File: src/rtl/cracl_pkg.sv
package cracl_pkg;
    localparam int ACL_W = 5;
    localparam logic [ACL_W-1:0] ACL_FULL = 5'h1F;

    localparam int B_SKEY  = 0;
    localparam int B_SRD   = 1;
    localparam int B_NKEY  = 2;
    localparam int B_NRD   = 3;
    localparam int B_NWR   = 4;

    typedef enum logic [2:0] {
        OP_NOP    = 3'd0,
        OP_STORE  = 3'd1,
        OP_LOAD   = 3'd2,
        OP_KEYQ   = 3'd3,
        OP_SECRET = 3'd4,
        OP_ACLWR  = 3'd5
    } op_e;

    typedef enum logic [1:0] {
        S_IDLE     = 2'd0,
        S_DONE     = 2'd1,
        S_REFUSED  = 2'd2,
        S_VIOLATE  = 2'd3
    } rsp_state_e;
endpackage

File: src/rtl/acl_rule_apply.sv
module acl_rule_apply
    import cracl_pkg::*;
(
    input  logic [ACL_W-1:0] cur_acl,
    input  logic [ACL_W-1:0] req_acl,
    output logic [ACL_W-1:0] new_acl
);
    logic [ACL_W-1:0] sticky, cleared;

    always_comb begin
        // step 1: bits 0 and 1 may only stay set or fall
        sticky          = req_acl;
        sticky[B_SKEY]  = req_acl[B_SKEY] & cur_acl[B_SKEY];
        sticky[B_SRD]   = req_acl[B_SRD]  & cur_acl[B_SRD];
        // step 2: forced clears
        cleared         = sticky;
        cleared[B_NRD]  = sticky[B_NRD]  & sticky[B_SRD];
        cleared[B_NKEY] = sticky[B_NKEY] & sticky[B_SKEY];
        // step 3: forced sets
        new_acl         = cleared;
        new_acl[B_SKEY] = cleared[B_SKEY] | cleared[B_SRD];
        new_acl[B_NKEY] = cleared[B_NKEY] | cleared[B_NRD];
    end
endmodule

File: src/rtl/secret_acl_lut.sv
module secret_acl_lut
    import cracl_pkg::*;
#(
    parameter int SEC_W = 6
) (
    input  logic [SEC_W-1:0] sec_idx,
    output logic [ACL_W-1:0] sec_acl
);
    localparam logic [SEC_W-1:0] IDX_ODD = SEC_W'(1);

    always_comb begin
        if (sec_idx == IDX_ODD) begin
            sec_acl = 5'h00;
        end else begin
            unique case (int'(sec_idx) % 3)
                0:       sec_acl = 5'h03;
                1:       sec_acl = 5'h01;
                default: sec_acl = 5'h00;
            endcase
        end
    end
endmodule

File: src/rtl/acl_reg_bank.sv
module acl_reg_bank
    import cracl_pkg::*;
#(
    parameter int NREGS  = 8,
    parameter int DATA_W = 32,
    localparam int IDX_W = $clog2(NREGS)
) (
    input  logic              clk,
    input  logic              rst_n,
    input  logic [IDX_W-1:0]  w_idx,
    input  logic              d_we,
    input  logic [DATA_W-1:0] d_in,
    input  logic              a_we,
    input  logic [ACL_W-1:0]  a_in,
    input  logic [IDX_W-1:0]  c_idx,
    output logic [DATA_W-1:0] c_data,
    output logic [ACL_W-1:0]  c_acl,
    input  logic [IDX_W-1:0]  r_idx,
    output logic [DATA_W-1:0] r_data,
    output logic [ACL_W-1:0]  r_acl
);
    logic [DATA_W-1:0] data_q [NREGS];
    logic [ACL_W-1:0]  acl_q  [NREGS];

    for (genvar i = 0; i < NREGS; i++) begin : g_reg
        logic hit;
        assign hit = (w_idx == IDX_W'(i));

        always_ff @(posedge clk) begin
            if (!rst_n) begin
                data_q[i] <= '0;
                acl_q[i]  <= ACL_FULL;
            end else begin
                if (d_we && hit) data_q[i] <= d_in;
                if (a_we && hit) acl_q[i]  <= a_in;
            end
        end

        AST_SRD_STICKY: assert property (@(posedge clk) disable iff (!rst_n)
            (!acl_q[i][B_SRD] && !(a_we && hit && a_in[B_SRD])) |=> !acl_q[i][B_SRD]);
        AST_SRD_IMPLIES_SKEY: assert property (@(posedge clk) disable iff (!rst_n)
            acl_q[i][B_SRD] |-> acl_q[i][B_SKEY]);
        AST_NRD_NEEDS_SRD: assert property (@(posedge clk) disable iff (!rst_n)
            acl_q[i][B_NRD] |-> (acl_q[i][B_SRD] && acl_q[i][B_NKEY]));
        AST_NKEY_NEEDS_SKEY: assert property (@(posedge clk) disable iff (!rst_n)
            acl_q[i][B_NKEY] |-> acl_q[i][B_SKEY]);
    end

    assign c_data = data_q[c_idx];
    assign c_acl  = acl_q[c_idx];
    assign r_data = data_q[r_idx];
    assign r_acl  = acl_q[r_idx];
endmodule

File: src/rtl/crypto_acl_unit.sv
module crypto_acl_unit
    import cracl_pkg::*;
#(
    parameter int NREGS  = 8,
    parameter int DATA_W = 32,
    parameter int SEC_W  = 6,
    localparam int IDX_W = $clog2(NREGS)
) (
    input  logic              clk,
    input  logic              rst_n,
    input  logic [2:0]        cmd_op,
    input  logic              cmd_hs,
    input  logic [IDX_W-1:0]  cmd_idx,
    input  logic [DATA_W-1:0] cmd_data,
    input  logic [SEC_W-1:0]  cmd_sec,
    input  logic [DATA_W-1:0] sec_data,
    output logic              rsp_valid,
    output logic              rsp_grant,
    output logic              rsp_violation,
    output logic [DATA_W-1:0] rsp_data,
    output logic [ACL_W-1:0]  rsp_acl
);
    rsp_state_e        state_q, state_d;
    op_e               op_q;
    logic [IDX_W-1:0]  idx_q;

    logic              d_we, a_we;
    logic [DATA_W-1:0] d_in;
    logic [ACL_W-1:0]  a_in;
    logic [DATA_W-1:0] c_data, r_data;
    logic [ACL_W-1:0]  c_acl, r_acl, sec_acl, wr_acl;
    logic              ok;

    secret_acl_lut #(.SEC_W(SEC_W)) u_lut (
        .sec_idx (cmd_sec),
        .sec_acl (sec_acl)
    );

    acl_rule_apply u_rules (
        .cur_acl (c_acl),
        .req_acl (cmd_data[ACL_W-1:0]),
        .new_acl (wr_acl)
    );

    acl_reg_bank #(.NREGS(NREGS), .DATA_W(DATA_W)) u_bank (
        .clk    (clk),
        .rst_n  (rst_n),
        .w_idx  (cmd_idx),
        .d_we   (d_we),
        .d_in   (d_in),
        .a_we   (a_we),
        .a_in   (a_in),
        .c_idx  (cmd_idx),
        .c_data (c_data),
        .c_acl  (c_acl),
        .r_idx  (idx_q),
        .r_data (r_data),
        .r_acl  (r_acl)
    );

    // command decode and next-state selection
    always_comb begin
        ok      = 1'b0;
        d_we    = 1'b0;
        a_we    = 1'b0;
        d_in    = cmd_data;
        a_in    = ACL_FULL;
        state_d = S_IDLE;
        unique case (cmd_op)
            OP_STORE: begin
                ok      = cmd_hs | c_acl[B_NWR];
                d_we    = ok;
                a_we    = ok & cmd_hs;
                state_d = ok ? S_DONE : S_VIOLATE;
            end
            OP_LOAD: begin
                ok      = c_acl[B_SRD] & (cmd_hs | c_acl[B_NRD]);
                state_d = ok ? S_DONE : S_VIOLATE;
            end
            OP_KEYQ: begin
                ok      = cmd_hs ? c_acl[B_SKEY] : c_acl[B_NKEY];
                state_d = ok ? S_DONE : S_REFUSED;
            end
            OP_SECRET: begin
                d_we    = 1'b1;
                a_we    = 1'b1;
                d_in    = sec_data;
                a_in    = sec_acl;
                state_d = S_DONE;
            end
            OP_ACLWR: begin
                a_we    = 1'b1;
                a_in    = wr_acl;
                state_d = S_DONE;
            end
            default: state_d = S_IDLE;
        endcase
    end

    // state register
    always_ff @(posedge clk) begin
        if (!rst_n) begin
            state_q <= S_IDLE;
            op_q    <= OP_NOP;
            idx_q   <= '0;
        end else begin
            state_q <= state_d;
            op_q    <= op_e'(cmd_op);
            idx_q   <= cmd_idx;
        end
    end

    // outputs from state
    always_comb begin
        rsp_valid     = 1'b0;
        rsp_grant     = 1'b0;
        rsp_violation = 1'b0;
        rsp_data      = '0;
        rsp_acl       = '0;
        unique case (state_q)
            S_IDLE: ;
            S_DONE: begin
                rsp_valid = 1'b1;
                rsp_grant = 1'b1;
                rsp_acl   = r_acl;
                if (op_q == OP_LOAD) rsp_data = r_data;
            end
            S_REFUSED: begin
                rsp_valid = 1'b1;
                rsp_acl   = r_acl;
            end
            S_VIOLATE: begin
                rsp_valid     = 1'b1;
                rsp_violation = 1'b1;
                rsp_acl       = r_acl;
            end
        endcase
    end

    AST_VIOL_ZERO_DATA: assert property (@(posedge clk) disable iff (!rst_n)
        rsp_violation |-> (rsp_data == '0 && !rsp_grant));
    AST_HS_STORE_FULL: assert property (@(posedge clk) disable iff (!rst_n)
        (cmd_op == OP_STORE && cmd_hs) |=> (rsp_grant && rsp_acl == ACL_FULL));
    AST_RESP_FOLLOWS: assert property (@(posedge clk) disable iff (!rst_n)
        (cmd_op inside {OP_STORE, OP_LOAD, OP_KEYQ, OP_SECRET, OP_ACLWR}) |=> rsp_valid);
    AST_NOP_SILENT: assert property (@(posedge clk) disable iff (!rst_n)
        !(cmd_op inside {OP_STORE, OP_LOAD, OP_KEYQ, OP_SECRET, OP_ACLWR}) |=> !rsp_valid);
    AST_SECRET_GRANTED: assert property (@(posedge clk) disable iff (!rst_n)
        (cmd_op == OP_SECRET) |=> (rsp_grant && !rsp_violation));
endmodule

File: config.mk
export PLATFORM = sky130hd
export DESIGN_NAME = crypto_acl_unit
export DESIGN_NICKNAME = d
export VERILOG_FILES = /design/src/rtl/cracl_pkg.sv /design/src/rtl/acl_rule_apply.sv /design/src/rtl/secret_acl_lut.sv /design/src/rtl/acl_reg_bank.sv /design/src/rtl/crypto_acl_unit.sv
export SDC_FILE = /design/constraint.sdc
export NUM_CORES = 1
export LEC_CHECK = 0
export ABC_CLOCK_PERIOD_IN_PS = 9800
export CELL_PAD_IN_SITES_DETAIL_PLACEMENT = 1
export CELL_PAD_IN_SITES_GLOBAL_PLACEMENT = 2
export CORE_MARGIN = 2
export CORE_UTILIZATION = 47
export CTS_CLUSTER_SIZE = 12
export DETAILED_ROUTE_END_ITERATION = 10
export GPL_ROUTABILITY_DRIVEN = 0
export PLACE_DENSITY = 0.83
export REMOVE_ABC_BUFFERS = 1
export SYNTH_ARGS = -nofsm -noshare
export SYNTH_HDL_FRONTEND = slang
export SYNTH_HIERARCHICAL = 1
export SYNTH_SLANG_ARGS = --single-unit
File: constraint.sdc
create_clock -name clk -period 9.8 [get_ports clk]
set_input_delay 1.47 -clock clk [delete_from_list [all_inputs] [get_ports clk]]
set_output_delay 1.47 -clock clk [all_outputs]
set_load 0.005 [all_outputs]
[Yosys cells after proc, flatten, opt, wreduce, memory -nomap -nowiden]
Memories as Yosys holds them, arrays and structs flattened. A register that Yosys moved wholly into a read port is not among the register bits.
Index checks and enable logic that the tools add are counted.
Widths: inputs -> output; s select.
Storage, ports and cells
  register bits after elaboration: 5
  memory bits (writable): 296
  memories kept: 2
  output and inout bits: 40
  input bits: 79
  logic and storage cells: 153
Operators by class
  equal/unequal tests: 18
  reduce and logical (&&, ||, !) cells: 20
  div/mod/pow operators: 1
  bitwise gates (word level): 26
  multiplexer cells: 84
Memories
  u_bank.data_q: words 8, width 32, rd ports 1, clocked after memory_dff 1, write ports 8, RTL line acl_reg_bank.sv:22  | logic [DATA_W-1:0] data_q [NREGS];
  u_bank.acl_q: words 8, width 5, rd ports 2, clocked after memory_dff 1, write ports 8, RTL line acl_reg_bank.sv:23  | logic [ACL_W-1:0] acl_q [NREGS];
Operator list (number)
  $mux 32: 11
  $mux 1: 53
  $mux 5: 10
  $eq 32x1->1 const B: 1
  $logic_not 32->1: 1
  $mod 7x3->32 const B: 1
  $or 1x1->1: 20
  $eq 3x3->1 const B: 6
  $logic_and 1x1->1: 16
  $eq 3x2->1 const B: 5
  $pmux 5 s2: 1
  $pmux 2 s4: 1
  $and 1x1->1: 6
  $eq 3x1->1 const B: 2
  $eq 6x1->1 const B: 1
  $mux 2: 3
  $mux 3: 2
  $eq 2x2->1 const B: 2
  $pmux 1 s2: 2
  $pmux 2 s2: 1
  $logic_not 3->1: 1
  $reduce_or 3->1: 1
  $eq 2x1->1 const B: 1
  $reduce_or 2->1: 1

[Longest topological paths before layout]
An unclocked memory read counts as a cell.
  depth in word-level cells: 9
  depth in mapped cells: 19
  depth with buffers taken out: 16

[Modules after synthesis]
Netlist, hierarchy kept.
Modules (own cells, without submodules)
  acl_reg_bank: cells an instance 983, area each 15521.1 um^2, times used 1, seq. area each 8888.5 um^2
  crypto_acl_unit: cells an instance 129, area each 1221.2 um^2, times used 1, seq. area each 160.2 um^2
  secret_acl_lut: cells an instance 84, area each 614.3 um^2, times used 1, seq. area each 0.0 um^2
  acl_rule_apply: cells an instance 5, area each 41.3 um^2, times used 1, seq. area each 0.0 um^2

[Least setup slack after synthesis]
No wires, ideal clock.
  kind: input port to flip-flop
  from: input port cmd_idx[2]
  to: memory u_bank.data_q[7][0] (enable)
  setup slack: 4274 ps
  stages: 8
  library setup time: 466 ps
  data required time: 9334 ps
  arrival: 5060 ps
  path through: clkbuf_1 buf_2 mux4_2 mux2_2 o21ai_0 a21oi_1 nand2_1 o21ai_0
RTL lines
  start: declaration: RTL line crypto_acl_unit.sv:13  | input logic [IDX_W-1:0] cmd_idx,
  end: declaration: RTL line acl_reg_bank.sv:22

==> impl_metrics.tcl <==
set metrics [dict create \
    cts_resized 0 \
    areaGrowthSynthToFinish_pct 15.52 \
    run_status "finished clean" \
    initial_utilization_pct 47.73 \
    leakagePower_nw 5.870 \
    r2r_slack_ns 6.39 \
    core_area_um2 32540 \
    crit_family "simple AND/OR/NAND/NOR gates" \
    final.setup_skew_ns 0.01129 \
    peakVddDrop_v 0.00009150 \
    crit_path_end_kind "flop" \
    grt_pass1_vias 10490 \
    cp_cell_sequence "clkdlybuf4s50_1 -> ha_1 -> and4b_1 -> a211oi_2 -> nand2_1 -> ha_1 -> nor2_1 -> and3_1 -> o21ai_0 -> ha_1 -> or4b_1 -> a211o_1 -> a2111oi_2 -> mux2i_1 -> nand2_1 -> nand3b_1" \
    viasPerCell 6.036 \
    htreeDepth 2 \
    startpoint_type "primary input" \
    rsz0062_at_grt "false" \
    period_minus_slack_ns 5.668 \
    clk-insertion-delay-late_ns 0.50 \
    fin_worst_hold_slack_ns 0.9929 \
    wl_mm 39.61 \
    cts_setup_buffers 0 \
    die-width_um 185.8 \
    cp_slowest_cell "clkdlybuf4s50_1" \
    timing.fmax_ghz 0.1764 \
    placement.io_buffers 118 \
    grt_max_degree 87 \
    fin_nets 1244 \
    crit_required_ns 10.15 \
    tightest_slew_ns 1.237 \
    p_comb_share_pct 10.7 \
    p_clk_share_pct 39.5 \
    min_to "state_q[0]" \
    switchingPower_mw 0.6963 \
    clock_path_buffers 3 \
    finalCritPeriodShare_pct 57.84 \
    path_common_cell "ha_1" \
    power.internal_mw 2.286 \
    fp.dieH_um 185.8 \
    p_sw_share_pct 23.35 \
    wl_per_cell_um 24.33 \
    numCtsBuffers 35 \
    dp_slack_ns 3.635 \
    hold_violations 0 \
    clkSlewWorstSetupHoldPaths_ns 0.06 \
    fin_tns_setup_ns 0 \
    antenna_found_initial 1 \
    hp-start "u_bank/acl_q[3][2]" \
    criticalPathCategory "in2reg" \
    hold_path_depth 4 \
    cpPeakStageDelay_ns 0.80 \
    syn_area_per_cell_um2 14.18 \
    ios 119 \
    synth_warnings 6 \
    min_path_type "reg2reg" \
    slew_violations 0 \
    drc 0 \
    cts_tree "yes" \
    drt_iter0_markers 656 \
    grt-ovfl-total 0 \
    max_slew_margin_pct 16.65 \
    r2r-start "u_bank/acl_q[0][4]" \
    die_area_um2 34510 \
    detail-route-antenna-nets 0 \
    p_total_mw 2.982 \
    first_pass_iters 4 \
    timing.rr.end "u_bank/data_q[2][8]" \
    synth_cells 1095 \
    fin_ws_ns 4.132 \
    reg2reg_depth 8 \
    cp_max_fo 15 \
    crit_buf_inv 1 \
    crit_arrival_ns 6.01 \
    pwr-share-seq_pct 49.7 \
    rows 66 \
    drive_gt1_share_pct 20.49 \
    vias 9827 \
    dp_hpwl_mm 22.91 \
    clock_sinks 304 \
    antenna_cells 0 \
    root_buffer "clkbuf_16" \
    setup_viol_count_final 0 \
    hold_buffers 0 \
    track_usage_pct 23.45 \
    grt_pass1_wl_mm 60.92 \
    cellPowerDensity_nw_per_um2 166.2 \
    maxCapViolations 0 \
    syn-cell-area_um2 15530 \
]
through the flow:
step | cell area, um^2 | utilization [%] | instances
2_1_floorplan | 14870 | - | 983
3_3_place_gp | 16910 | 51.96 | 1567
3_5_place_dp | 16910 | 51.96 | 1567
4_1_cts | 17940 | 55.14 | 1628
5_1_grt | 17940 | 55.14 | 1628
6_report | 17940 | 55.14 | 1628
power by group through the flow:
stage                     Sequential, mW  Combinational [mW]  Clock (mW)
after floorplan                     1.51               0.180           0
after global placement              1.51               0.316           0
after detailed placement            1.51               0.321           0
after CTS                           1.48               0.323        1.20
after global routing                1.49               0.345        1.24
final                               1.48               0.321        1.18
layout by cell type, fill, tap and decap left out, drive strengths merged, types with 3 or more instances in the layout:
cell type and instances:
edfxtp 296, nor3 256, clkdlybuf4s50 118, mux4 84, mux2 74, clkinv 47, clkbuf 45, and2 42
o21ai 26, buf 24, nand3b 24, or3 21, nand2 16, nor2 12, nor2b 11, a21oi 10
dfxtp 8, mux2i 7, nand3 5, and3b 4, xnor2 4, and2b 4, and3 4, nand2b 4
inv 3, ha 3, conb 3, or4b 3
worst max path at each step:
stage / start / to / slack, ns / depth (start not counted)
final: cmd_sec[5] / u_bank/acl_q[2][0] / 4.13 / 16
after detailed placement: cmd_sec[5] / u_bank/acl_q[0][0] / 3.63 / 16
after CTS: cmd_sec[5] / u_bank/acl_q[2][0] / 4.14 / 16
after global routing: cmd_sec[5] / u_bank/acl_q[2][0] / 3.74 / 16
after global placement: cmd_sec[5] / u_bank/acl_q[3][0] / 3.74 / 16
after floorplan: cmd_idx[1] / u_bank/data_q[5][0] / 4.22 / 2
worst reg2reg max path, delay by kind of cell, from the launching register on:
kind / cells / cell delay [ns]
buf+inv: 2 / 1.30
simple gates: 2 / 0.30
flops: 1 / 0.39
mux: 2 / 0.78
compound gates: 2 / 0.36
per-layer routing:
metal | vias to the layer above | GRT usage (%) | share of wire, %
li1 | 4382 | - | -
met1 | 5069 | 30.81 | 42
met2 | 302 | 40.24 | 50
met3 | 74 | 3.483 | 5.1
met4 | 0 | 7.465 | 2.5
met5 | - | 0 | 0
sequential cells by signal, indices dropped and copies added (netlist names):
signal         cells
u_bank/data_q    256
u_bank/acl_q      40
idx_q              3
op_q               3
state_q            2
layout make-up:
type / instances / area [um^2]
fillers: 3182 / 14600
multi-input cells: 644 / 5804
clock buffers: 45 / 955.9
flip-flops and latches: 304 / 9055
inverters: 35 / 131.4
well taps: 442 / 553.0
repair buffers: 142 / 1361
clock inverters: 16 / 80.08
(Power assumes the default switching activity.)
